**src/rtl/usb_ep_pkg.sv**
```systemverilog
package usb_ep_pkg;
  localparam int ST_PC  = 0;
  localparam int ST_TC  = 1;
  localparam int ST_BCZ = 2;
  localparam int ST_W   = 3;
endpackage

```
**src/rtl/ep_byte_counter.sv**
```systemverilog
module ep_byte_counter #(
  parameter int CNT_W = 17
) (
  input  logic             clk,
  input  logic             rst,
  input  logic             byte_vld,
  input  logic             pkt_end,
  output logic [CNT_W-1:0] total
);
  logic [CNT_W-1:0] cnt_q;

  // running byte count including this cycle's byte, saturating
  always_comb begin
    if (byte_vld && (cnt_q != {CNT_W{1'b1}}))
      total = cnt_q + 1'b1;
    else
      total = cnt_q;
  end

  always_ff @(posedge clk) begin
    if (rst)          cnt_q <= '0;
    else if (pkt_end) cnt_q <= '0;
    else              cnt_q <= total;
  end

  assert_restart_after_end_R3: assert property (@(posedge clk) disable iff (rst)
    pkt_end |=> (cnt_q == '0));
endmodule

```
**src/rtl/ep_xfer_ctrl.sv**
```systemverilog
module ep_xfer_ctrl #(
  parameter int LEN_W = 16,
  parameter int MPS_W = 11
) (
  input  logic             clk,
  input  logic             rst,
  input  logic             len_we,
  input  logic [LEN_W-1:0] len_wdata,
  input  logic             arm_set,
  input  logic [MPS_W-1:0] mps,
  input  logic             byte_vld,
  input  logic             pkt_end,
  input  logic [LEN_W:0]   total,
  output logic [LEN_W-1:0] rem_q,
  output logic             armed_q,
  output logic             hs_valid_q,
  output logic             hs_ack_q,
  output logic             buf_we_q,
  output logic             set_pc,
  output logic             set_tc,
  output logic             set_bcz
);
  localparam int TW = LEN_W + 1;

  logic             fits, accept, is_short, hits_zero;
  logic [LEN_W-1:0] rem_after;
  logic [TW-1:0]    mps_ext;

  assign mps_ext   = TW'(mps);
  assign fits      = total <= {1'b0, rem_q};
  assign accept    = pkt_end && armed_q && fits;
  assign rem_after = rem_q - total[LEN_W-1:0];
  assign is_short  = total < mps_ext;
  assign hits_zero = (rem_after == '0);

  assign set_pc  = accept;
  assign set_tc  = accept && (is_short || hits_zero);
  assign set_bcz = accept && hits_zero && !is_short;

  always_ff @(posedge clk) begin
    if (rst) begin
      rem_q      <= '0;
      armed_q    <= 1'b0;
      hs_valid_q <= 1'b0;
      hs_ack_q   <= 1'b0;
      buf_we_q   <= 1'b0;
    end else begin
      if (accept)
        rem_q <= rem_after;
      else if (len_we && !armed_q)
        rem_q <= len_wdata;
      armed_q    <= arm_set || (armed_q && !set_tc);
      hs_valid_q <= pkt_end;
      hs_ack_q   <= accept;
      buf_we_q   <= byte_vld && armed_q;
    end
  end

  assert_nak_when_disarmed_R7: assert property (@(posedge clk) disable iff (rst)
    (pkt_end && !armed_q) |=> (hs_valid_q && !hs_ack_q));

  assert_nak_keeps_len_R8: assert property (@(posedge clk) disable iff (rst)
    (hs_valid_q && !hs_ack_q) |-> (rem_q == $past(rem_q) || $past(len_we && !armed_q)));

  assert_len_wr_ignored_R2: assert property (@(posedge clk) disable iff (rst)
    (len_we && armed_q && !pkt_end) |=> (rem_q == $past(rem_q)));

  assert_short_disarms_R5: assert property (@(posedge clk) disable iff (rst)
    (pkt_end && armed_q && !arm_set && total < mps_ext && total <= {1'b0, rem_q})
      |=> (!armed_q && hs_ack_q));

  assert_hs_one_cycle_R10: assert property (@(posedge clk) disable iff (rst)
    (hs_valid_q && !$past(pkt_end, 1)) |-> 1'b0);
endmodule

```
**src/rtl/ep_status_regs.sv**
```systemverilog
module ep_status_regs
  import usb_ep_pkg::*;
(
  input  logic            clk,
  input  logic            rst,
  input  logic [ST_W-1:0] set_bits,
  input  logic [ST_W-1:0] clr_bits,
  output logic [ST_W-1:0] sts_q,
  output logic            irq_q
);
  logic [ST_W-1:0] sts_next;

  assign sts_next = (sts_q & ~clr_bits) | set_bits;

  always_ff @(posedge clk) begin
    if (rst) begin
      sts_q <= '0;
      irq_q <= 1'b0;
    end else begin
      sts_q <= sts_next;
      irq_q <= |sts_next;
    end
  end

  assert_sticky_R9: assert property (@(posedge clk) disable iff (rst)
    1'b1 |=> ((sts_q & $past(sts_q & ~clr_bits)) == $past(sts_q & ~clr_bits)));

  assert_irq_tracks_R9: assert property (@(posedge clk) disable iff (rst)
    irq_q == (sts_q != '0));
endmodule

```
**src/rtl/usb_bulk_out_ep.sv**
```systemverilog
module usb_bulk_out_ep
  import usb_ep_pkg::*;
#(
  parameter int LEN_W = 16,
  parameter int MPS_W = 11
) (
  input  logic             clk,
  input  logic             rst,
  input  logic             len_we,
  input  logic [LEN_W-1:0] len_wdata,
  input  logic             arm_set,
  input  logic [MPS_W-1:0] mps_cfg,
  input  logic [2:0]       sts_clr,
  input  logic             rx_byte_vld,
  input  logic             rx_pkt_end,
  output logic             hs_valid,
  output logic             hs_ack,
  output logic             buf_we,
  output logic [LEN_W-1:0] rem_len,
  output logic             armed,
  output logic [2:0]       status,
  output logic             irq
);
  localparam int CNT_W = LEN_W + 1;

  logic [CNT_W-1:0] total;
  logic             set_pc, set_tc, set_bcz;
  logic [ST_W-1:0]  set_bits;

  ep_byte_counter #(.CNT_W(CNT_W)) u_cnt (
    .clk      (clk),
    .rst      (rst),
    .byte_vld (rx_byte_vld),
    .pkt_end  (rx_pkt_end),
    .total    (total)
  );

  ep_xfer_ctrl #(.LEN_W(LEN_W), .MPS_W(MPS_W)) u_ctrl (
    .clk        (clk),
    .rst        (rst),
    .len_we     (len_we),
    .len_wdata  (len_wdata),
    .arm_set    (arm_set),
    .mps        (mps_cfg),
    .byte_vld   (rx_byte_vld),
    .pkt_end    (rx_pkt_end),
    .total      (total),
    .rem_q      (rem_len),
    .armed_q    (armed),
    .hs_valid_q (hs_valid),
    .hs_ack_q   (hs_ack),
    .buf_we_q   (buf_we),
    .set_pc     (set_pc),
    .set_tc     (set_tc),
    .set_bcz    (set_bcz)
  );

  always_comb begin
    set_bits         = '0;
    set_bits[ST_PC]  = set_pc;
    set_bits[ST_TC]  = set_tc;
    set_bits[ST_BCZ] = set_bcz;
  end

  ep_status_regs u_sts (
    .clk      (clk),
    .rst      (rst),
    .set_bits (set_bits),
    .clr_bits (sts_clr),
    .sts_q    (status),
    .irq_q    (irq)
  );

  assert_reset_idle_R1: assert property (@(posedge clk)
    rst |=> (!armed && rem_len == '0 && status == '0 && !hs_valid && !irq));

  assert_no_we_disarmed_R11: assert property (@(posedge clk) disable iff (rst)
    (rx_byte_vld && !armed) |=> !buf_we);
endmodule

```
**config.mk**
```make
export PLATFORM = sky130hd
export DESIGN_NAME = usb_bulk_out_ep
export DESIGN_NICKNAME = d
export VERILOG_FILES = /design/src/rtl/usb_ep_pkg.sv /design/src/rtl/ep_byte_counter.sv /design/src/rtl/ep_xfer_ctrl.sv /design/src/rtl/ep_status_regs.sv /design/src/rtl/usb_bulk_out_ep.sv
export SDC_FILE = /design/constraint.sdc
export NUM_CORES = 1
export LEC_CHECK = 0
export ABC_AREA = 1
export CAP_MARGIN = 40
export CORE_MARGIN = 8
export CORE_UTILIZATION = 49
export CTS_BUF_LIST = sky130_fd_sc_hd__clkbuf_16
export DETAILED_ROUTE_END_ITERATION = 8
export PLACE_DENSITY = 0.74
export RECOVER_POWER = 50
export SYNTH_ARGS = -nofsm -noshare
export SYNTH_HDL_FRONTEND = slang
export SYNTH_SLANG_ARGS = --single-unit
```
**constraint.sdc**
```tcl
create_clock -name clk -period 11.3 [get_ports clk]
set_input_delay 2.26 -clock clk [delete_from_list [all_inputs] [get_ports clk]]
set_output_delay 2.26 -clock clk [all_outputs]
set_load 0.02 [all_outputs]
```
After elaboration in Yosys (flattened, before gate mapping)
Cells that the tools add are included.
Storage, ports and cells
  bits in registers: 41
  input bits: 36
  output and inout port bits: 24
Cells by class
  multiplexer cells: 3
  reductions and logical operators: 18
  order comparisons: 2
  bitwise gates (word level): 3
  equality and inequality tests: 1
  add/sub/neg operators: 2
Operators by type and width (count)
  $mux W16: 2
  $add A17 B1 Y17 const B: 1
  $le A17 B16 Y1: 1
  $lt A17 B11 Y1: 1
  $mux W17: 1
  $ne A17 B17 Y1 const B: 1
  $logic_not A16 Y1: 1
  $sub A16 B16 Y16: 1
  $logic_and A1 B1 Y1: 9
  $and A3 B3 Y3: 1
  $logic_not A1 Y1: 3
  $not A3 Y3: 1
  $or A3 B3 Y3: 1
  $reduce_or A3 Y1: 1
  $logic_or A1 B1 Y1: 2
  $reduce_bool A2 Y1: 1
  $reduce_or A2 Y1: 1

Depth between registers and ports, before layout
Gate-level depths: netlist (run 1).
  depth after elaboration: 10
  gate-level depth with buffers: 32

Hierarchy
Synthesis (run 1) repeated with hierarchy kept, for this count alone.
Second synthesis, totals
  cell total of the unflattened synthesis: 642
  area total of the unflattened synthesis: 4006.3 um^2
By module, submodules not included
  ep_xfer_ctrl: instances 1, seq. area each 400.4 um^2, area an instance 2852.7 um^2, cells an instance 481
  ep_byte_counter: instances 1, seq. area each 340.3 um^2, area an instance 984.7 um^2, cells an instance 137
  ep_status_regs: instances 1, seq. area each 80.1 um^2, area an instance 168.9 um^2, cells an instance 24

Worst setup path after synthesis (run 1)
Ideal clock, no wire load.
  path kind: in2reg
  start: input port rx_byte_vld
  end: register u_sts.irq_q
  setup time: 113 ps
  arrival time: 4597 ps
  data required time: 11187 ps
  cell stages on the path: 22
  setup slack: 6590 ps
  path buffers: 1
  cells stage by stage: nand2_4 > nor2_4 > nand3_1 > inv_1 > nand3_1 > xor2_1 > inv_1 > ha_1 > nand2_1 > inv_1 > nand3_1 > nor2_2 > nand2_1 > o211ai_1 > nand2_1 > nand3_2 > inv_2 > buf_4 > a21oi_1 > nand3_1 > nand2_1 > nand2_1
On the way
  longest elaborated chain between the ends: 8
  elaborated cells on any way between the ends: 14
  those cells by class: add/sub: 1; order compare: 2; mux: 1; bitwise: 1; reduce/logical: 9
Ends and longest elaborated chain
  from (decl): RTL line usb_bulk_out_ep.sv:14  | input logic rx_byte_vld,
  $logic_and A1 B1 Y1 *: RTL line ep_byte_counter.sv:14  | if (byte_vld && (cnt_q != {CNT_W{1'b1}}))
  $mux W17 *: RTL line ep_byte_counter.sv:14
  named net total[13]: RTL line usb_bulk_out_ep.sv:26  | logic [CNT_W-1:0] total;
  $sub A16 B16 Y16 or $le A17 B16 Y1 (tied branches): RTL line ep_xfer_ctrl.sv:32, ep_xfer_ctrl.sv:30
  $logic_not A16 Y1 or $logic_and A1 B1 Y1 (tied branches): RTL line ep_xfer_ctrl.sv:34, ep_xfer_ctrl.sv:31
  $logic_or A1 B1 Y1 or $logic_and A1 B1 Y1 (tied branches): RTL line ep_xfer_ctrl.sv:37, ep_xfer_ctrl.sv:38
  $logic_and A1 B1 Y1, on equally long branches: RTL line ep_xfer_ctrl.sv:37, ep_xfer_ctrl.sv:38
  $or A3 B3 Y3 *: RTL line ep_status_regs.sv:13  | assign sts_next = (sts_q & ~clr_bits) | set_bits;
  $reduce_or A3 Y1 *: RTL line ep_status_regs.sv:21  | irq_q <= |sts_next;
  to (signal assigned): RTL line ep_status_regs.sv:21
  to (decl): RTL line ep_status_regs.sv:9  | output logic irq_q
Mark *: on every way through the listed nets, which the timed path passes. The rest lies on a longest branch.
A chain may end at the register's enable or synchronous reset.

Worst setup path after layout (run 1)
  start: input port rx_byte_vld
  end: register u_ctrl.rem_q[15]
On the way
  longest elaborated chain between the ends: 5
  elaborated cells on any way between the ends: 7
  those cells by class: add/sub: 1; order compare: 1; mux: 2; reduce/logical: 3
Ends and longest elaborated chain
  $logic_and A1 B1 Y1 *: RTL line ep_byte_counter.sv:14
  $mux W17 *: RTL line ep_byte_counter.sv:14
  named net total[13]: RTL line usb_bulk_out_ep.sv:26
  $le A17 B16 Y1: RTL line ep_xfer_ctrl.sv:30  | assign fits = total <= {1'b0, rem_q};
  $logic_and A1 B1 Y1: RTL line ep_xfer_ctrl.sv:31  | assign accept = pkt_end && armed_q && fits;
  $mux W16 or $reduce_bool A2 Y1 (tied branches)
  to (signal assigned): RTL line ep_xfer_ctrl.sv:49  | rem_q <= rem_after;
  to (signal assigned): RTL line ep_xfer_ctrl.sv:51  | rem_q <= len_wdata;
  to (decl): RTL line ep_xfer_ctrl.sv:14  | output logic [LEN_W-1:0] rem_q,
Marks and branches as above.

==> summary.txt, run 1 <==
CTS
  • Setup Fix Bufs, Post-CTS: 0
  • Clk slew on worst S/H paths: 0.06 ns
  • Total CTS buffers: 5
  • Root Buffer: clkbuf_16
  • Hold buffers post-CTS: 0
  • Clock latency on the worst-skew pair: 0.29 ns
  • CTS tree: yes
  • Clock sinks: 41
  • H-tree levels: 2
  • Post_cts resized: 0
  • CTS max path bufs: 2

Synth
  • Largest family of logic cells by synthesized area: simple AND/OR/NAND/NOR gates
  • Mapped Nets: 663
  • Yosys warnings: 0
  • Ys flop type: dfxtp_1
  • Xor-xnor portion of the synthesized cell area: 0.9699%
  • Post-Synth Simple-Gate Area: 41.91%
  • Synth cell count leaders: nand2_1 (179), inv_1 (111), nand3_1 (48)
  • Register area share after synthesis: 22.72%
  • Share of the synthesized area in the top cell type: 22.72%
  • Synth Cell Area: 3612 um^2
  • Syn Inst Count: 594
  • Multiplexer area fraction after synthesis: 0%
  • Mean Syn Cell Area: 6.081 um^2
  • Cell taking the most area after synthesis: dfxtp_1
  • Post-synth EDFFs: 0
  • Yosys reg bits: 41
  • Top-count cell post-synth: nand2_1
  • Post-synth ARST share: 0%
  • Synth Area in Adders: 11.43%
  • Post-synthesis compound-gate area fraction: 9.837%
  • Top cells by area, synth: dfxtp_1 (23%), nand2_1 (19%), inv_1 (12%)
  • Netlist cell types: 37

Finish
  • Share of cells above drive strength 1: 6.718%
  • Fillers: 730
  • Layout area overhead: 23.55%
  • ANT cells: 0
  • Nets@finish: 724
  • Register area: 820.8 um^2
  • Post-route cell area: 4463 um^2
  • Area of the multi-input gates: 2317 um^2
  • Fin cells: 754

Route
  • ANT nets after route: 0
  • Post-Route WL: 11080 um
  • Starting DRC count in detailed routing: 328
  • # DRC: 0
  • Average wire per standard cell: 14.69 um
  • 1st-pass router iterations: 6
  • DR vias/cell: 5.389
  • Routed vias: 4063

Global routing
  • GR Util All Layers: 21.89%
  • Gr ovfl total: 0
  • Vias in the first global route: 3863
  • First-pass GRT wire length: 18220 um
  • Pin count of the biggest net entering global routing: 20
  • Initial antenna violation count: 0

Critical path
  • Worst path depth: 22
  • CP Buf/Inv Count: 6
  • Crit path max-delay cell type: clkdlybuf4s50_1
  • Crit-path max FO: 13
  • Worst Setup Start Kind: input port
  • Critical path class: in2reg
  • CP delay by family, top: simple AND/OR/NAND/NOR gates
  • Critical Path End Type: flop
  • CP most frequent cell: nand2_1
  • R2R depth: 27
  • Worst EP required: 11.54 ns
  • Cell Chain, Critical Path: clkdlybuf4s50_1 -> nand2_4 -> nor2_4 -> nand3_1 -> inv_1 -> nand3_1 -> xor2_1 -> inv_1 -> ha_1 -> nand2_1 -> inv_1 -> nand3_1 -> nor2_2 -> nand2_1 -> o211ai_1 -> nand2_1 -> nand3_2 -> nand2_1 -> inv_2 -> nand2_1 -> a31o_1 -> inv_1
  • Crit-path max cell delay: 0.60 ns
  • Worst EP arrival: 5.93 ns

STA
  • Measured slew at the worst slew-check pin: 0.8847 ns
  • PnR worst setup slack: 5.603 ns
  • Period utilisation layout: 50.41%
  • RSZ-0062 raised after global routing: false
  • Hold Fails Final Rpt: 0
  • Minimum clock period: 5.697 ns
  • Max-slew violation count: 0
  • Peak Freq: 175.5 MHz
  • Setup TNS: 0 ns
  • Max-slew headroom: 41.02%
  • Setup Skew: 0.009318 ns
  • Final setup fails: 0

Power and ir drop
  • Pwr Density: 115.0 nW/um^2
  • P_leak: 2.365 nW
  • Max VDD drop: 73.83 uV

Place
  • Buffers on Ports: 59
  • Detailed-placement wirelength estimate: 9127 um
  • Dpl ws: 5.367 ns
  • Placed cell area: 4307 um^2
  • Inst Count DP: 747
  • Routability cong.: 0.9996

Die
  • Chip width: 101.9 um
  • I/O pin count: 60
  • Row count: 31
  • Initial Util: 50.07%
  • Core footprint: 7214 um^2
  • Die Y: 101.9 um
  • Total die area: 10380 um^2

Worst hold path
  • Hold Path Cell Cnt: 2
  • Hold Path Class: reg2reg

Run
  • Max-cap violation count: 0

Status
  • Run status: finished, final reports clean
==> final cells by class <==
cell class / count / share of cell area [%]
Clock inverter: 2 / 0.7850
Inverter: 119 / 10.01
Tap cell: 99 / 2.775
Clock buffer: 5 / 2.803
Multi-Input combinational cell: 428 / 51.92
Timing Repair Buffer: 60 / 13.32
Sequential cell: 41 / 18.39
==> worst paths after layout <==
| kind | from | to | slack [ns] |
|---|---|---|---|
| worst max-delay path | rx_byte_vld | u_ctrl.rem_q[15]$_SDFFE_PP0P_ | 5.60 |
| worst min-delay path | u_sts.sts_q[2]$_SDFF_PP0_ | u_sts.sts_q[2]$_SDFF_PP0_ | 0.50 |
| worst max register to register | u_cnt.cnt_q[1]$_SDFF_PP0_ | u_ctrl.rem_q[15]$_SDFFE_PP0P_ | 6.96 |
| worst min register to register | u_sts.sts_q[2]$_SDFF_PP0_ | u_sts.sts_q[2]$_SDFF_PP0_ | 0.50 |
==> where the power goes <==
part	total, mW	leakage, nW	switching (mW)	internal (mW)
combinational	0.192	1.95	0.121	0.0706
sequential	0.162	0.335	0.00920	0.152
clock	0.160	0.0797	0.0571	0.103
total	0.513	2.37	0.188	0.325
==> worst reg2reg max path, stage by stage (launching register included) <==
cell	delay (ns)
dfxtp_1	0.35
ha_1	0.24
inv_1	0.09
nor3_1	0.05
and3_1	0.20
ha_1	0.23
inv_2	0.11
nand2_4	0.09
nor2_4	0.17
nand3_1	0.12
inv_1	0.10
nand3_1	0.08
xor2_1	0.31
inv_1	0.08
ha_1	0.37
nand2_1	0.12
inv_1	0.10
nand3_1	0.11
nor2_2	0.13
nand2_1	0.06
o211ai_1	0.16
nand2_1	0.09
nand3_2	0.22
nand2_1	0.25
inv_2	0.19
nand2_1	0.07
a31o_1	0.17
inv_1	0.04
==> through the flow <==
stage,hold slack (ns),util (%),total power [mW]
6_report,0.4998,61.86,0.5130
4_1_cts,0.4993,61.91,0.5151
5_1_grt,0.5141,61.86,0.5434
3_5_place_dp,0.4834,59.69,0.3548
3_3_place_gp,0.4865,59.69,0.3524
2_1_floorplan,0.5070,-,0.2913
==> cell usage in the layout (no fill, tap or decap), types with 8 or more instances in the layout <==
cell type / count
nand2_1: 179
inv_1: 111
nand3_1: 48
nor2_1: 45
dfxtp_1: 41
clkdlybuf4s50_1: 34
ha_1: 33
a21oi_1: 25
dlygate4sd3_1: 25
nand4_1: 18
nand2_2: 9
inv_2: 8
==> layer usage <==
metal,GRT usage (%),routed length [um],up-vias
met2,36.92,5147,157
met5,0,0,-
met4,7.562,300,0
met1,26.86,4689,1863
li1,-,-,2016
met3,4.632,939,27
==> sequential cells by signal (all words and copies together), names as in the netlist <==
signal	flops
u_cnt.cnt_q	17
u_ctrl.hs_valid_q	1
u_sts.sts_q	3
u_ctrl.armed_q	1
u_ctrl.buf_we_q	1
u_ctrl.rem_q	16
u_sts.irq_q	1
u_ctrl.hs_ack_q	1
==> cell families (layout without fill, tap and decap cells) <==
kind of cell | count (synthesis) | count (layout)
simple gates | 333 | 333
buf+inv | 125 | 186
compound gates | 58 | 58
flops | 41 | 41
fa+ha+maj | 33 | 33
xor+xnor | 4 | 4
Power figures use the tool's default switching activity.
==> run 2: changes to the inputs <==
clock period = 5.5 ns   (was 11.3 ns; I/O delays follow)
==> results of run 2 <==
The final DEF is identical to that of run 1. Status: finished, final reports clean.
Main changes from that run: setup slack after placement 5.367 ns -> 0.7274 ns; setup slack after layout 5.603 ns -> 0.9634 ns; register-to-register setup slack 6.96 ns -> 1.16 ns; total power 0.5130 mW -> 1.054 mW; worst IR drop on VDD 73.83 uV -> 151.7 uV
